===== src/rtl/chgen_pkg.sv =====
// Package: shared widths, column encoding and the computed glyph pattern.
// Assumes the glyph set is generated arithmetically (a test font).
package chgen_pkg;
    localparam int CODE_W  = 6;
    localparam int N_CHARS = 1 << CODE_W;
    localparam int N_GCOLS = 5;
    localparam int N_ROWS  = 7;
    localparam int COL_W   = 3;

    typedef logic [COL_W-1:0]  col_t;
    typedef logic [N_ROWS-1:0] row_t;

    // Column encoding: 0..4 glyph, 5 first spacing, 6 final spacing
    localparam col_t COL_SP1  = col_t'(N_GCOLS);
    localparam col_t COL_LAST = col_t'(N_GCOLS + 1);

    // Lit-dot pattern of glyph k, column c (1 = lit)
    function automatic row_t glyph_bits(input int k, input int c);
        int v;
        v = (k * 11 + c * 29 + 5) % (1 << N_ROWS);
        return row_t'(v);
    endfunction
endpackage


===== src/rtl/glyph_rom.sv =====
// Glyph store: a constant array of N_CHARS x N_GCOLS rows built at
// elaboration from the package pattern, read combinationally.
// Assumes col values at or above N_GCOLS return no lit dots.
module glyph_rom
    import chgen_pkg::*;
#(
    parameter int NCH = N_CHARS,
    parameter int NGC = N_GCOLS
) (
    input  logic [CODE_W-1:0] code,
    input  col_t              col,
    output row_t              lit
);
    localparam int DEPTH = NCH * NGC;
    localparam int IDX_W = $clog2(DEPTH);

    row_t rom [DEPTH];

    // Fill each entry with its computed column pattern
    for (genvar k = 0; k < NCH; k++) begin : g_char
        for (genvar c = 0; c < NGC; c++) begin : g_col
            assign rom[k*NGC + c] = glyph_bits(k, c);
        end
    end

    logic [IDX_W-1:0] idx;

    // Static read: address from code and column
    always_comb begin
        idx = IDX_W'(code) * IDX_W'(NGC) + IDX_W'(col);
        if (col < col_t'(NGC)) lit = rom[idx];
        else                   lit = '0;
    end
endmodule


===== src/rtl/col_seq.sv =====
// Column sequencer: steps 0..4, then the spacing column(s), then wraps.
// A restart (or reset) parks it on the final spacing column.
// Assumes step is a one-cycle synchronous enable.
module col_seq
    import chgen_pkg::*;
(
    input  logic clk,
    input  logic rst_n,
    input  logic step,
    input  logic restart,
    input  logic two_space,
    output col_t col,
    output logic last
);
    col_t nxt;

    // Next-column choice for an advance
    always_comb begin
        if (col == COL_LAST)                nxt = '0;
        else if (col == col_t'(N_GCOLS-1))  nxt = two_space ? COL_SP1 : COL_LAST;
        else                                nxt = col + col_t'(1);
    end

    // Column register with restart priority over step
    always_ff @(posedge clk) begin
        if (!rst_n)       col <= COL_LAST;
        else if (restart) col <= COL_LAST;
        else if (step)    col <= nxt;
    end

    assign last = (col == COL_LAST);


    restart_park_chk: assert property (@(posedge clk) disable iff (!rst_n)
        restart |=> last);

    wrap_chk: assert property (@(posedge clk) disable iff (!rst_n)
        (step && !restart && last) |=> (col == '0));

    one_space_chk: assert property (@(posedge clk) disable iff (!rst_n)
        (step && !restart && !two_space && col == col_t'(N_GCOLS-1)) |=> last);

    hold_chk: assert property (@(posedge clk) disable iff (!rst_n)
        (!step && !restart) |=> $stable(col));
endmodule


===== src/rtl/dot_out.sv =====
// Output stage: inverts lit dots to active-low, forces dot-off in
// spacing columns or when blanked, and releases lines when disabled.
// Assumes the released state reads as all zeros with drive low.
module dot_out
    import chgen_pkg::*;
(
    input  logic clk,
    input  logic rst_n,
    input  row_t lit,
    input  col_t col,
    input  logic blank,
    input  logic out_en,
    output row_t dots,
    output logic drive
);
    logic spacing;

    // Output selection per column and control state
    always_comb begin
        spacing = (col >= col_t'(N_GCOLS));
        if (!out_en)                 dots = '0;
        else if (blank || spacing)   dots = '1;
        else                         dots = ~lit;
        drive = out_en;
    end


    blank_off_chk: assert property (@(posedge clk) disable iff (!rst_n)
        (out_en && blank) |-> (dots == '1));

    release_chk: assert property (@(posedge clk) disable iff (!rst_n)
        !out_en |-> (!drive && dots == '0));
endmodule


===== src/rtl/charcol_gen.sv =====
// Top: column-scan 5x7 character generator. The glyph store feeds the
// output stage at the column chosen by the sequencer.
// Assumes synchronous active-low reset and single-cycle step pulses.
module charcol_gen
    import chgen_pkg::*;
(
    input  logic              clk,
    input  logic              rst_n,
    input  logic [CODE_W-1:0] char_code,
    input  logic              col_step,
    input  logic              seq_restart,
    input  logic              two_space,
    input  logic              blank,
    input  logic              out_en,
    output logic [N_ROWS-1:0] dots,
    output logic              dots_drive,
    output logic              col_last
);
    col_t col;
    row_t lit;

    col_seq u_seq (
        .clk(clk), .rst_n(rst_n), .step(col_step), .restart(seq_restart),
        .two_space(two_space), .col(col), .last(col_last)
    );

    glyph_rom u_rom (.code(char_code), .col(col), .lit(lit));

    dot_out u_out (
        .clk(clk), .rst_n(rst_n), .lit(lit), .col(col), .blank(blank),
        .out_en(out_en), .dots(dots), .drive(dots_drive)
    );


    last_blank_chk: assert property (@(posedge clk) disable iff (!rst_n)
        (col_last && out_en) |-> (dots == '1));
endmodule


===== config.mk =====
export PLATFORM = sky130hd
export DESIGN_NAME = charcol_gen
export DESIGN_NICKNAME = d
export VERILOG_FILES = /design/src/rtl/chgen_pkg.sv /design/src/rtl/glyph_rom.sv /design/src/rtl/col_seq.sv /design/src/rtl/dot_out.sv /design/src/rtl/charcol_gen.sv
export SDC_FILE = /design/constraint.sdc
export NUM_CORES = 1
export LEC_CHECK = 0
export BUFFER_PORTS_ARGS = -buffer_cell sky130_fd_sc_hd__buf_2
export CAP_MARGIN = 20
export CORE_MARGIN = 4
export CORE_UTILIZATION = 68
export CTS_CLUSTER_SIZE = 40
export DETAILED_ROUTE_END_ITERATION = 10
export PLACE_DENSITY_LB_ADDON = 0.08
export SYNTH_ARGS = -nofsm -noshare
export SYNTH_HDL_FRONTEND = slang
export SYNTH_SLANG_ARGS = --single-unit
export TNS_END_PERCENT = 5

===== constraint.sdc =====
create_clock -name clk -period 12.8 [get_ports clk]
set_clock_uncertainty 0.15 [all_clocks]
set_input_delay 1.92 -clock clk [delete_from_list [all_inputs] [get_ports clk]]
set_output_delay 1.92 -clock clk [all_outputs]
set_load 0.02 [all_outputs]

After elaboration in Yosys (flattened, before gate mapping)
Memory sizes are Yosys's and may differ from the RTL's.
Index checks and enable logic that the tools add are counted.
{"block": "totals", "word_cells": 23, "romBits": 3584, "memories": 1, "inputBits": 13, "ff_bits": 3}
{"block": "classes", "bitwise_logic": 3, "mux": 8, "magnitude_cmp": 3, "n_mul": 1, "eq_ne": 2, "add_sub_neg": 2, "reduce_logical": 2}
{"memory": "(no name shown)", "depth": 512, "width": 7, "read_ports": 1, "rd_clocked_by_memory_dff": 0, "write_ports": 0, "line_no": "glyph_rom.sv:31", "text": "if (col < col_t'(NGC)) lit = rom[idx];"}
{"cell": "2-to-1 mux 7 bit", "n": 5}
{"cell": ">= comparator 10 bit (second input constant)", "n": 1}
{"cell": "NOT 9 -> 10 bit", "n": 1}
{"cell": "adder 9 x 3 -> 9 bit", "n": 1}
{"cell": "multiplier 6 x 3 -> 9 bit (second input constant)", "n": 1}
{"cell": "NOT 7 bit", "n": 1}
{"cell": "equality test 3 bit (second input constant)", "n": 2}
{"cell": "2-to-1 mux 3 bit", "n": 2}
{"cell": "adder 3 x 1 -> 3 bit (second input constant)", "n": 1}
{"cell": ">= comparator 3 bit (second input constant)", "n": 1}
{"cell": "< comparator 3 bit (second input constant)", "n": 1}
{"cell": "2-to-1 mux 2 bit", "n": 1}
{"cell": "OR reduction 2 bit", "n": 1}
{"cell": "logical OR 1 bit", "n": 1}
{"cell": "NOT 1 bit", "n": 1}

Depth between registers and ports, before layout
{"block": "logic_depth", "depth_word": 10, "mapped_depth": 15}

Cells and area by module
Synthesis repeated with hierarchy kept, for this count alone.
{"block": "unflattened", "cells_unflattened": 471, "hier_area_um2": 3175.5}
{"mod": "glyph_rom", "area_each_um2": 2842.7, "instances": 1, "seq_area_each_um2": 0.0, "cells_each": 429}
{"mod": "col_seq", "area_each_um2": 219.0, "instances": 1, "seq_area_each_um2": 60.1, "cells_each": 25}
{"mod": "dot_out", "area_each_um2": 113.9, "instances": 1, "seq_area_each_um2": 0.0, "cells_each": 17}

Worst setup path before layout
Ideal clock, no wire load.
{"block": "synth_path", "path_kind": "in2out", "startpoint": "input port char_code[0]", "endpoint": "output port dots[4]", "arrival_time_ns": 5.165, "required_ns": 10.730, "setup_slack_ns": 5.565, "stages": 14, "path_cell_list": "ha_1 ha_1 inv_1 fa_1 xnor2_1 buf_4 buf_6 buf_6 o21ai_0 a211oi_1 a21oi_1 a221oi_2 nor3_1 a311oi_1"}
{"block": "synth_between", "elab_chain_len": 10}
{"element": "start, declared", "line_no": "charcol_gen.sv:9", "text": "input logic [CODE_W-1:0] char_code,"}
{"element": "multiplier 6 x 3 -> 9 bit", "line_no": "glyph_rom.sv:30", "text": "idx = IDX_W'(code) * IDX_W'(NGC) + IDX_W'(col);"}
{"element": "adder 9 x 3 -> 9 bit", "line_no": "glyph_rom.sv:30"}
{"element": "NOT 9 -> 10 bit (implied by the code)", "line_no": "glyph_rom.sv:31"}
{"element": "memory (512 x 7 bit)"}
{"element": "2-to-1 mux 7 bit (implied by the code) (2 in a row)", "line_no": "glyph_rom.sv:31"}
{"element": "2-to-1 mux 7 bit", "line_no": "glyph_rom.sv:31"}
{"element": "NOT 7 bit", "line_no": "dot_out.sv:23", "text": "else dots = ~lit;"}
{"element": "2-to-1 mux 7 bit", "line_no": "dot_out.sv:22", "text": "else if (blank || spacing) dots = '1;"}
{"element": "2-to-1 mux 7 bit", "line_no": "dot_out.sv:21", "text": "if (!out_en) dots = '0;"}
{"element": "end, declared", "line_no": "charcol_gen.sv:15", "text": "output logic [N_ROWS-1:0] dots,"}
Every way passes these cells. The select of a mux whose other input is x is not followed.

Worst setup path after layout
{"block": "layout_path", "startpoint": "input port char_code[0]", "endpoint": "output port dots[2]"}
Same word-level chain as after synthesis.

==> flow_summary.ini <==
[outcome]
status = completed

[clocking]
root_buffer = clkbuf_8
clk_latency_ns = 0.22
cts_max_level = 1
clock_sinks = 3
clock_path_buffers = 2
clk_pin_slew_ns = 0.03
cts_tree = done
post_cts_resized = 0
numCtsBuffers = 3
cts_setup_buffers = 0
postCtsHoldBufs = 0

[critical_path]
cp.arrival_ns = 6.04
end_kind = output port
startpoint = char_code[0]
cp_max_fo = 66
setup.worst_path.class = input port to output port
critPathLaunchType = input port
reg2reg_from = u_seq.col[0]$_SDFFE_PP0P_
cp_slowest_cell = mux4_2
cpLargestDelayFamily = buffers and inverters
path_buf_inv = 5
critPathMaxStageDelay_ns = 0.60
cp_cell_sequence = buf_2, ha_1, ha_1, inv_1, fa_2, buf_4, inv_1, mux4_2, nor3_1, a21o_1, mux2i_1, nor3b_1, nand4b_1, o31a_1, buf_2
required_ns = 10.73

[layout]
fin_util = 0.723
final_common_cell = nand2_1
synthToLayoutAreaGrowth_pct = 1.77
largest_register_ffs = 3
design_area_um2 = 3170
layout.nets = 475
fillerInstances = 358
top_regs = u_seq.col: 3 flops
num_antenna_cells = 0
layout_common_cells = 51 x nand2_1, 41 x nor2_1, 34 x a21oi_1
top_register = u_seq.col
layout-drive-gt1-share = 0.133

[detailed_routing]
detail-route-antenna-nets = 0
dr.first_iter.drc_count = 655
wl_um = 10200
drc = 0
vias_per_cell = 7.55
dr.pass1.iters = 5
routedWlPerCell_um = 21.1
vias = 3633

[synthesis]
synth_edf_count = 0
ys_ff_latch = 3
avgSynthCellArea_um2 = 7.18
yosysSeqAreaShare = 0.0193
syn_nets = 479
synthFlopType = dfxtp_1
synth-warning-count = 0
syn_inst = 434
syn-cell-area_um2 = 3110
synth_async_sr_flop_share = 0
synth.lib_cells_used.distinct = 73

[pwr]
power_density_nw_per_um2 = 171
p_leak_nw = 1.37
seqPwrFrac = 0.020
p_int_mw = 0.216
clockPowerShare = 0.052
ir_worst_vdd_v = 0.000112
sw_frac_of_total = 0.601
p_sw_mw = 0.326
p_comb_frac = 0.928

[sta]
slew_headroom = 0.473
finalHoldViolCount = 0
tightest_slew_ns = 0.789
rsz0062_at_grt = no
slew_viol_final = 0
period_share = 0.633
timing.final.ws_setup_ns = 4.69
max_freq_ghz = 0.123
period_needed_ns = 8.11
finalSetupTns_ns = 0
setup_viol = 0

[placed_design]
dpl.hpwl_um = 7000
routabilityCongestion = 0.993
dpl_worst_slack_ns = 4.90
placed_cell_area_um2 = 3120
io_buffer_count = 21

[min_path]
hp-start = u_seq.col[2]$_SDFFE_PP1P_
worstHoldPathType = flip-flop to flip-flop

[floorplan]
chipWidth_um = 75.7
num_rows = 24
core-area_um2 = 4380
fp.dieH_um = 75.7
io_pins = 22
initial_core_util = 0.710
dieArea_um2 = 5730

[global_routing]
grt_pass1_wl_um = 15800
grt_pass1_vias = 3248
grt_start_max_net_pins = 67
grt.total_usage = 0.354
gr-total-overflow = 0
grt_antenna_before_repair = 0

[job]
drv_cap = 0
==> final timing paths <==
| path | end | slack [ns] | cells after the start |
|---|---|---|---|
| worst max-delay path | dots[2] | 4.69 | 15 |
| worst min-delay path | u_seq.col[2]$_SDFFE_PP1P_ | 0.49 | 2 |
| worst max register to register | u_seq.col[0]$_SDFFE_PP0P_ | 11.16 | 6 |
| worst min register to register | u_seq.col[2]$_SDFFE_PP1P_ | 0.49 | 2 |
==> worst min-delay path, cell delays in order, from the launching register on <==
cell and delay, ns:
dfxtp_1 0.37, a21oi_1 0.13, o21ai_0 0.08
==> per-layer routing <==
layer / vias up / share of wire / routed length (um) / global-route usage
li1: 1641 / - / - / -
met5: - / 0 / 0 / 0
met3: 41 / 0.11 / 1080 / 0.0594
met4: 0 / 0.041 / 416 / 0.148
met2: 289 / 0.48 / 4840 / 0.601
met1: 1662 / 0.38 / 3820 / 0.442
==> synth_stat cells, types with 2 or more instances <==
| master | count | area, um^2 |
|---|---|---|
| a21oi_1 | 34 | 170 |
| nor3_1 | 9 | 45.0 |
| a211oi_1 | 8 | 60.1 |
| nand4b_1 | 2 | 17.5 |
| o221ai_1 | 5 | 43.8 |
| a221o_1 | 3 | 30.0 |
| buf_2 | 10 | 50.1 |
| o31ai_1 | 4 | 30.0 |
| nor2_1 | 41 | 154 |
| a41oi_1 | 4 | 35.0 |
| ha_1 | 31 | 388 |
| a21boi_0 | 2 | 15.0 |
| nand2b_1 | 4 | 25.0 |
| a221oi_1 | 2 | 17.5 |
| o311ai_0 | 5 | 43.8 |
| buf_4 | 6 | 45.0 |
| o31a_1 | 2 | 17.5 |
| a21o_1 | 8 | 60.1 |
| inv_1 | 23 | 86.3 |
| mux2i_1 | 21 | 210 |
| o22ai_1 | 3 | 18.8 |
| o21ai_1 | 3 | 15.0 |
| nor3b_1 | 2 | 15.0 |
| nand3b_1 | 4 | 30.0 |
| xnor2_2 | 2 | 32.5 |
| nand2_1 | 51 | 191 |
| o211ai_1 | 7 | 52.6 |
| clkbuf_1 | 11 | 41.3 |
| a32oi_1 | 2 | 17.5 |
| nand3_1 | 14 | 70.1 |
| mux2_2 | 2 | 22.5 |
| o21a_1 | 3 | 22.5 |
| o2111ai_1 | 3 | 26.3 |
| buf_1 | 3 | 11.3 |
| dfxtp_1 | 3 | 60.1 |
| xnor2_1 | 2 | 17.5 |
| a31oi_1 | 6 | 37.5 |
| nand4_1 | 3 | 18.8 |
| a211o_1 | 5 | 43.8 |
| a21oi_4 | 2 | 32.5 |
| buf_6 | 6 | 67.6 |
| mux4_2 | 7 | 158 |
| o211a_1 | 2 | 20.0 |
| a311oi_1 | 7 | 61.3 |
| o21ai_0 | 29 | 145 |
==> kinds of logic (layout without fill, tap and decap cells) <==
kind of cell             count (synthesis)  in the layout  share of synthesized area
flip-flops                               3              3                     0.0193
AO/OA/AOI/OAI                          163            163                      0.373
buffers and inverters                   60             55                     0.0980
AND/OR/NAND/NOR                        138            138                      0.206
XOR/XNOR                                 7              7                     0.0390
multiplexers                            31             31                      0.134
adder cells (fa/ha/maj)                 32             32                      0.131
==> area by class of cell <==
type | instances | area (um^2) | share of cell area
clock buffer | 4 | 45.0 | 0.0142
inverter | 24 | 90.1 | 0.0284
multi-input combinational | 371 | 2760 | 0.871
sequential | 3 | 60.1 | 0.0189
tap | 52 | 65.1 | 0.0205
timing repair buffer | 27 | 150 | 0.0474
==> metrics by stage <==
step | instances | hold WS, ns | power (mW)
floorplan | 434 | 0.401 | 0.411
global placement | 476 | 0.493 | 0.486
detailed placement | 476 | 0.499 | 0.492
CTS | 480 | 0.500 | 0.523
global route | 481 | 0.514 | 0.576
finish | 481 | 0.492 | 0.542
==> power groups by stage <==
stage	Combinational, mW	Sequential (mW)	Clock, mW
global route	0.535	0.0109	0.0295
CTS	0.484	0.0109	0.0282
detailed placement	0.481	0.0110	0
floorplan	0.400	0.0107	0
finish	0.503	0.0109	0.0280
global placement	0.475	0.0110	0
Note: power is estimated with default switching activity, not from simulation.
